File: config.mk
export PLATFORM = sky130hd
export DESIGN_NAME = gfm_group_mult
export DESIGN_NICKNAME = d
export VERILOG_FILES = /design/src/rtl/gfm_pkg.sv /design/src/rtl/gfm_datapath.sv /design/src/rtl/gfm_ctrl.sv /design/src/rtl/gfm_group_mult.sv
export SDC_FILE = /design/constraint.sdc
export NUM_CORES = 1
export LEC_CHECK = 0
export BUFFER_PORTS_ARGS = -buffer_cell sky130_fd_sc_hd__buf_2
export CAP_MARGIN = 5
export CORE_ASPECT_RATIO = 0.75
export CORE_MARGIN = 4
export CORE_UTILIZATION = 49
export DETAILED_ROUTE_END_ITERATION = 10
export PLACE_DENSITY_LB_ADDON = 0.08
export SLEW_MARGIN = 20
export SYNTH_ARGS = -nofsm -noshare
export SYNTH_HDL_FRONTEND = slang
export SYNTH_SLANG_ARGS = --single-unit
export TNS_END_PERCENT = 10
File: constraint.sdc
create_clock -name clk -period 2.4 [get_ports clk]
set_clock_uncertainty 0.15 [all_clocks]
set_input_delay 0.36 -clock clk [delete_from_list [all_inputs] [get_ports clk]]
set_output_delay 0.36 -clock clk [all_outputs]
set_load 0.02 [all_outputs]
File: src/rtl/gfm_pkg.sv
package gfm_pkg;
  typedef enum logic [2:0] {
    ST_IDLE,
    ST_LOAD,
    ST_MUL,
    ST_WRITE,
    ST_TAIL,
    ST_DONE
  } gfmState_e;

  // strobes from control to datapath
  typedef struct packed {
    logic load;
    logic step;
  } dpStrobe_t;

  localparam logic [2:0] SEW_CODE_32 = 3'd2;
endpackage

File: src/rtl/gfm_datapath.sv
module gfm_datapath
  import gfm_pkg::*;
#(
  parameter int          GRP_W    = 128,
  parameter logic [7:0]  RED_POLY = 8'h87
) (
  input  logic             clk,
  input  logic             rstN,
  input  dpStrobe_t        strb,
  input  logic [GRP_W-1:0] opY,
  input  logic [GRP_W-1:0] opH,
  output logic [GRP_W-1:0] product
);
  localparam int NBYTES = GRP_W / 8;
  localparam logic [GRP_W-1:0] RED_MASK = GRP_W'(RED_POLY);

  logic [GRP_W-1:0] yRev, hRev;
  logic [GRP_W-1:0] yQ, hQ, zQ;

  // per-byte bit reversal on entry and exit
  for (genvar b = 0; b < NBYTES; b++) begin : g_byte
    for (genvar i = 0; i < 8; i++) begin : g_bit
      assign yRev[8*b+i]    = opY[8*b+7-i];
      assign hRev[8*b+i]    = opH[8*b+7-i];
      assign product[8*b+i] = zQ[8*b+7-i];
    end
  end

  always_ff @(posedge clk) begin
    if (!rstN) begin
      yQ <= '0;
      hQ <= '0;
      zQ <= '0;
    end else if (strb.load) begin
      yQ <= yRev;
      hQ <= hRev;
      zQ <= '0;
    end else if (strb.step) begin
      if (yQ[0]) zQ <= zQ ^ hQ;
      yQ <= yQ >> 1;
      hQ <= {hQ[GRP_W-2:0], 1'b0} ^ (hQ[GRP_W-1] ? RED_MASK : '0);
    end
  end


  fresh_product_chk: assert property (@(posedge clk) disable iff (!rstN)
    strb.load |=> (zQ == '0));


  load_step_excl_chk: assert property (@(posedge clk) disable iff (!rstN)
    !(strb.load && strb.step));
endmodule

File: src/rtl/gfm_ctrl.sv
module gfm_ctrl
  import gfm_pkg::*;
#(
  parameter int CNT_W = 8,
  parameter int GRP_W = 128,
  parameter int EPG   = 4,
  parameter int GI_W  = 6
) (
  input  logic             clk,
  input  logic             rstN,
  input  logic             start,
  input  logic [2:0]       sewCode,
  input  logic [CNT_W-1:0] vl,
  input  logic [CNT_W-1:0] vstart,
  input  logic             tailAgn,
  input  logic [CNT_W-1:0] totalElems,
  output dpStrobe_t        strb,
  output logic             busy,
  output logic             done,
  output logic             reject,
  output logic             vstartClr,
  output logic             rdEn,
  output logic [GI_W-1:0]  rdIdx,
  output logic             wrEn,
  output logic [GI_W-1:0]  wrIdx,
  output logic [EPG-1:0]   wrElemEn,
  output logic             wrFill
);
  localparam int STEP_W = $clog2(GRP_W);
  localparam int EPG_W  = $clog2(EPG);
  localparam logic [STEP_W-1:0] LAST_STEP = STEP_W'(GRP_W - 1);

  gfmState_e         stateQ;
  logic [GI_W-1:0]   grpQ, endGrpQ, totGrpQ;
  logic [CNT_W-1:0]  vlQ, totQ;
  logic              taQ, rejectQ;
  logic [STEP_W-1:0] stepQ;

  logic           startOk, haveGrp, tailNeeded, moreTail;
  logic [EPG-1:0] tailMask;

  assign startOk    = (sewCode == SEW_CODE_32) && (vstart[EPG_W-1:0] == '0);
  assign haveGrp    = grpQ < endGrpQ;
  assign tailNeeded = taQ && (vlQ < totQ);
  assign moreTail   = ({1'b0, grpQ} + 1'b1) < {1'b0, totGrpQ};

  for (genvar e = 0; e < EPG; e++) begin : g_mask
    assign tailMask[e] = {grpQ, EPG_W'(e)} >= vlQ;
  end

  always_ff @(posedge clk) begin
    if (!rstN) begin
      stateQ  <= ST_IDLE;
      grpQ    <= '0;
      endGrpQ <= '0;
      totGrpQ <= '0;
      vlQ     <= '0;
      totQ    <= '0;
      taQ     <= 1'b0;
      stepQ   <= '0;
      rejectQ <= 1'b0;
    end else begin
      rejectQ <= 1'b0;
      case (stateQ)
        ST_IDLE: begin
          if (start) begin
            if (startOk) begin
              stateQ  <= ST_LOAD;
              grpQ    <= GI_W'(vstart >> EPG_W);
              endGrpQ <= GI_W'(vl >> EPG_W);
              totGrpQ <= GI_W'(totalElems >> EPG_W);
              vlQ     <= vl;
              totQ    <= totalElems;
              taQ     <= tailAgn;
            end else begin
              rejectQ <= 1'b1;
            end
          end
        end
        ST_LOAD: begin
          if (haveGrp) begin
            stateQ <= ST_MUL;
            stepQ  <= '0;
          end else begin
            grpQ   <= endGrpQ;
            stateQ <= tailNeeded ? ST_TAIL : ST_DONE;
          end
        end
        ST_MUL: begin
          stepQ <= stepQ + 1'b1;
          if (stepQ == LAST_STEP) stateQ <= ST_WRITE;
        end
        ST_WRITE: begin
          grpQ   <= grpQ + 1'b1;
          stateQ <= ST_LOAD;
        end
        ST_TAIL: begin
          if (moreTail) grpQ <= grpQ + 1'b1;
          else stateQ <= ST_DONE;
        end
        ST_DONE: stateQ <= ST_IDLE;
        default: stateQ <= ST_IDLE;
      endcase
    end
  end

  always_comb begin
    strb      = '0;
    rdEn      = 1'b0;
    wrEn      = 1'b0;
    wrFill    = 1'b0;
    wrElemEn  = '0;
    done      = 1'b0;
    vstartClr = 1'b0;
    case (stateQ)
      ST_LOAD: begin
        rdEn      = haveGrp;
        strb.load = haveGrp;
      end
      ST_MUL: strb.step = 1'b1;
      ST_WRITE: begin
        wrEn     = 1'b1;
        wrElemEn = '1;
      end
      ST_TAIL: begin
        wrEn     = 1'b1;
        wrFill   = 1'b1;
        wrElemEn = tailMask;
      end
      ST_DONE: begin
        done      = 1'b1;
        vstartClr = 1'b1;
      end
      default: ;
    endcase
  end

  assign busy   = stateQ != ST_IDLE;
  assign reject = rejectQ;
  assign rdIdx  = grpQ;
  assign wrIdx  = grpQ;


  reject_idle_chk: assert property (@(posedge clk) disable iff (!rstN)
    reject |-> !busy);


  done_then_idle_chk: assert property (@(posedge clk) disable iff (!rstN)
    done |=> !busy);


  read_single_chk: assert property (@(posedge clk) disable iff (!rstN)
    rdEn |=> !rdEn && busy);


  busy_hold_chk: assert property (@(posedge clk) disable iff (!rstN)
    (busy && !done) |=> busy);
endmodule

File: src/rtl/gfm_group_mult.sv
module gfm_group_mult
  import gfm_pkg::*;
#(
  parameter int         CNT_W    = 8,
  parameter int         ELEM_W   = 32,
  parameter int         GRP_W    = 128,
  parameter logic [7:0] RED_POLY = 8'h87,
  localparam int        EPG      = GRP_W / ELEM_W,
  localparam int        GI_W     = CNT_W - $clog2(EPG)
) (
  input  logic             clk,
  input  logic             rstN,
  input  logic             start,
  input  logic [2:0]       sewCode,
  input  logic [CNT_W-1:0] vl,
  input  logic [CNT_W-1:0] vstart,
  input  logic             tailAgn,
  input  logic [CNT_W-1:0] totalElems,
  output logic             busy,
  output logic             done,
  output logic             reject,
  output logic             vstartClr,
  output logic             rdEn,
  output logic [GI_W-1:0]  rdIdx,
  input  logic [GRP_W-1:0] rdY,
  input  logic [GRP_W-1:0] rdH,
  output logic             wrEn,
  output logic [GI_W-1:0]  wrIdx,
  output logic [EPG-1:0]   wrElemEn,
  output logic [GRP_W-1:0] wrData
);
  dpStrobe_t        strb;
  logic             wrFill;
  logic [GRP_W-1:0] product;

  gfm_ctrl #(
    .CNT_W(CNT_W), .GRP_W(GRP_W), .EPG(EPG), .GI_W(GI_W)
  ) u_ctrl (
    .clk(clk), .rstN(rstN), .start(start), .sewCode(sewCode), .vl(vl),
    .vstart(vstart), .tailAgn(tailAgn), .totalElems(totalElems),
    .strb(strb), .busy(busy), .done(done), .reject(reject),
    .vstartClr(vstartClr), .rdEn(rdEn), .rdIdx(rdIdx), .wrEn(wrEn),
    .wrIdx(wrIdx), .wrElemEn(wrElemEn), .wrFill(wrFill)
  );

  gfm_datapath #(
    .GRP_W(GRP_W), .RED_POLY(RED_POLY)
  ) u_dp (
    .clk(clk), .rstN(rstN), .strb(strb), .opY(rdY), .opH(rdH),
    .product(product)
  );

  assign wrData = wrFill ? '1 : product;


  tail_ones_chk: assert property (@(posedge clk) disable iff (!rstN)
    (wrEn && (wrElemEn != '1)) |-> (wrData == '1));


  done_busy_chk: assert property (@(posedge clk) disable iff (!rstN)
    done |-> (busy && vstartClr && !wrEn && !rdEn));
endmodule

==> reports/qor.yml <==
timing:
  setup_viol: 103
  rsz0062_at_grt: "true"
  hold_ws_ns: -0.00842
  fin_ws_ns: -0.176
  fin_crit_ns: 2.58
  hold_viol_final: 1
  tightest_slew_ns: 0.589
  maxSlewHeadroom: 0.604
  slew_viol_final: 0
  finalCritPeriodShare: 1.07
  fmax_mhz: 388
floorplanning:
  dieArea_mm2: 0.0418
  start_util: 0.495
  dieHeight_um: 178
  io_pins: 437
  core_area_mm2: 0.0382
  rows: 62
  die_w_um: 235
place:
  pre_cts_ws_ns: -0.0545
  dpl_cell_area_mm2: 0.0217
  dp_hpwl_mm: 36.7
  dp.cells: 3083
  gp_congestion: 0.893
  io_buffers: 436
critical_path:
  start_kind: "register"
  r2r_start: "u_ctrl.rdIdx[3]"
  path_cells: "inv_1 -> ha_4 -> buf_4 -> nand4_1 -> a31oi_2 -> nor2_2 -> nor2_4 -> buf_6"
  r2r_slack_ns: -0.12
  rr_worst_depth: 11
  criticalPathCategory: "register to primary output"
  crit_slowest_cell: "dfxtp_2"
  end_kind: "primary output"
  crit_required_ns: 1.89
  critPathMaxStageDelay_ns: 0.32
  crit_fanout: 4
  r2r_end: "u_ctrl.rdIdx[4]"
  crit_arrival_ns: 2.07
power_and_ir_drop:
  combPwrFrac: 0.076
  seqPwrFrac: 0.469
  total_power_mw: 14.9
  p_int_mw: 11.6
  netSwitchingFraction: 0.220
  power_switching_mw: 3.29
  p_clk_frac: 0.455
  ir_drop_v: 0.000543
  powerDensity_mw_per_mm2: 538
  power_leakage_nw: 12.8
cells_and_area:
  drive_above_1_share: 0.239
  finalInstanceArea_mm2: 0.0277
  nets: 3219
  syn_to_final_growth_pct: 46.6
  fill_cells: 2769
  fin_cells: 3466
run:
  maxCapViolations: 0
detailed_routing:
  drtIter0Drc: 1539
  drtAntennaViolNets: 0
  vias: 18700
  first_pass_iters: 7
  avgRoutedWirePerCell_um: 18.2
  drc: 0
  avgViaCountPerCell: 5.40
  finalWirelength_mm: 63.0
cts:
  cts_made_buffers: 42
  clk_latency_ns: 0.54
  htreeDepth: 2
  cts_sinks: 418
  cts-root-buf: "clkbuf_16"
  tritoncts: "built"
  path_clk_slew_ns: 0.06
  clock_path_buffers: 3
grt:
  grt_antenna_before_repair: 10
  grt_usage: 0.274
  grt-ovfl-total: 0
  grt_pass1_wl_mm: 95.5
  grt_max_degree: 86
  grt_pass1_vias: 18000
logic_synthesis:
  synthFlopType: "dfxtp_1"
  synth_top_family_by_area: "simple AND/OR/NAND/NOR gates"
  yosys.area_share.simple: 0.231
  syn_inst: 2256
  synth-xor-area-share: 0.0625
  synth_compound_area_frac: 0.198
  synth_area_leaders: "dfxtp_1 (44%), nand2_1 (11%), o211a_1 (6.6%)"
  synth_top_cell_area_share: 0.443
  avgSynthCellArea_um2: 8.38
  muxShareOfSynthArea: 0.00119
  netlist-cell-type-count: 51
  ys_seq_elements: 418
  syn-cell-area_mm2: 0.0189
  yosysTopAreaCell: "dfxtp_1"
  yosysWarnings: 0
  syn_nets: 2564
  postSynth.asyncResetShare: 0
  seq_area_frac_synth: 0.443
  synthAdderAreaFrac: 0.0139
  synth_edf_count: 0
outcome:
  status: "finished with violations"
  violations: "negative hold slack, negative setup slack"
worst_hold_path:
  min_to: "u_dp.yQ[25]"
  whs_path_depth: 3
  hold_class: "primary input to register"
  worstHoldStart: "rdY[30]"
layer usage:
metal,GRT usage,share of wire,wire length [um]
met5,0,0.00043,27
met4,0.0913,0.033,2090
met3,0.0538,0.062,3890
met2,0.468,0.49,31000
met1,0.350,0.41,26000
critical path, delay by kind of cell (launching register included):
family / cells / cell delay [ns]
simple gates: 3 / 0.34
buf+inv: 3 / 0.33
flops: 1 / 0.32
fa+ha+maj: 1 / 0.28
compound gates: 1 / 0.26
layout make-up:
type | count | area, um^2 | share of cell area
diodes | 11 | 27.5 | 0.000993
clock buffers | 68 | 1330 | 0.0481
clock inverters | 8 | 92.6 | 0.00334
inverters | 20 | 85.1 | 0.00307
multi-input cells | 1631 | 10100 | 0.365
flip-flops and latches | 418 | 8400 | 0.303
well taps | 512 | 641 | 0.0231
repair buffers | 798 | 7030 | 0.253
power groups by stage:
stage | clock network, mW | registers (mW) | logic (mW)
floorplan | 0 | 7.14 | 0.286
global placement | 0 | 7.14 | 0.675
detailed placement | 0 | 7.14 | 0.681
CTS | 6.91 | 6.98 | 1.06
global route | 7.20 | 6.98 | 1.20
finish | 6.79 | 6.99 | 1.14
through the flow:
| stage | TNS (ns) | util |
|---|---|---|
| 6_report | -3.33 | 0.726 |
| 5_1_grt | -20.02 | 0.726 |
| 4_1_cts | -10.11 | 0.709 |
| 3_5_place_dp | -0.148 | 0.570 |
| 3_3_place_gp | -0.0381 | 0.570 |
| 2_1_floorplan | -0.0152 | - |
sequential cells by signal, summed over array words and instances, names as in the netlist:
name           cells
u_dp.hQ          128
u_dp.yQ          128
u_dp.zQ          128
u_ctrl.totQ        8
u_ctrl.vlQ         8
u_ctrl.stepQ       7
u_ctrl.rdIdx       6
u_ctrl.stateQ      3
u_ctrl.reject      1
u_ctrl.taQ         1
Yosys cell counts (3+ instances only):
master,count
a21oi_1,18
inv_1,17
and3_1,3
a21o_1,3
buf_4,8
xor2_1,129
nand3_1,138
o211a_1,125
nor3_1,5
ha_1,21
nor2_1,148
nand2b_1,131
o21ai_0,10
buf_2,59
dfxtp_1,418
o211ai_1,3
clkbuf_1,108
a22oi_1,131
a21boi_0,64
o21a_1,4
buf_1,3
a21boi_1,87
nand4_1,3
xnor2_1,6
nor2b_1,3
buf_6,10
nand2_1,564
and2_1,5
a31oi_1,4
cell usage in the layout, fill, tap and decap left out, types with 13 or more instances in the layout:
master and count:
a21boi_1 99, ha_1 14, clkbuf_16 51, buf_12 26, nand3_1 136, o211a_1 125
a21boi_0 48, nand2b_4 27, nor2_1 140, dlygate4sd3_1 263, a22oi_1 130, inv_1 14
clkbuf_8 13, nand2_1 558, nand2b_1 106, buf_4 51, xor2_1 129, buf_2 302
buf_6 139, dfxtp_1 403
worst max path at each step:
stage / from / end
5_1_grt: u_ctrl.vlQ[3] / wrElemEn[3]
6_report: u_ctrl.vlQ[3] / wrElemEn[3]
3_5_place_dp: u_ctrl.rdIdx[4] / u_ctrl.rdIdx[4]
3_3_place_gp: u_ctrl.rdIdx[3] / u_ctrl.rdIdx[3]
2_1_floorplan: u_ctrl.rdIdx[5] / u_ctrl.stepQ[3]
4_1_cts: u_ctrl.rdIdx[3] / rdEn
cells by family (layout without fill, tap and decap cells):
family,Yosys count,after routing
AND/OR/NAND/NOR,1009,1010
adder cells (fa/ha/maj),21,21
multiplexers,2,2
AO/OA/AOI/OAI,463,463
XOR/XNOR,135,135
other,0,11
flip-flops,418,418
buffers and inverters,208,894
repair_timing:
| action | 4_1_cts | 5_1_grt |
|---|---|---|
| pin swaps | 13 | 42 |
| setup endpoints to repair | 144 | 437 |
| gates cloned | 4 | 9 |
| gates resized for setup | 323 | 84 |
| buffers inserted | 10 | 11 |
| hold buffers | 263 | 0 |
| hold endpoints to repair | 263 | 0 |
Power figures use the tool's default switching activity.
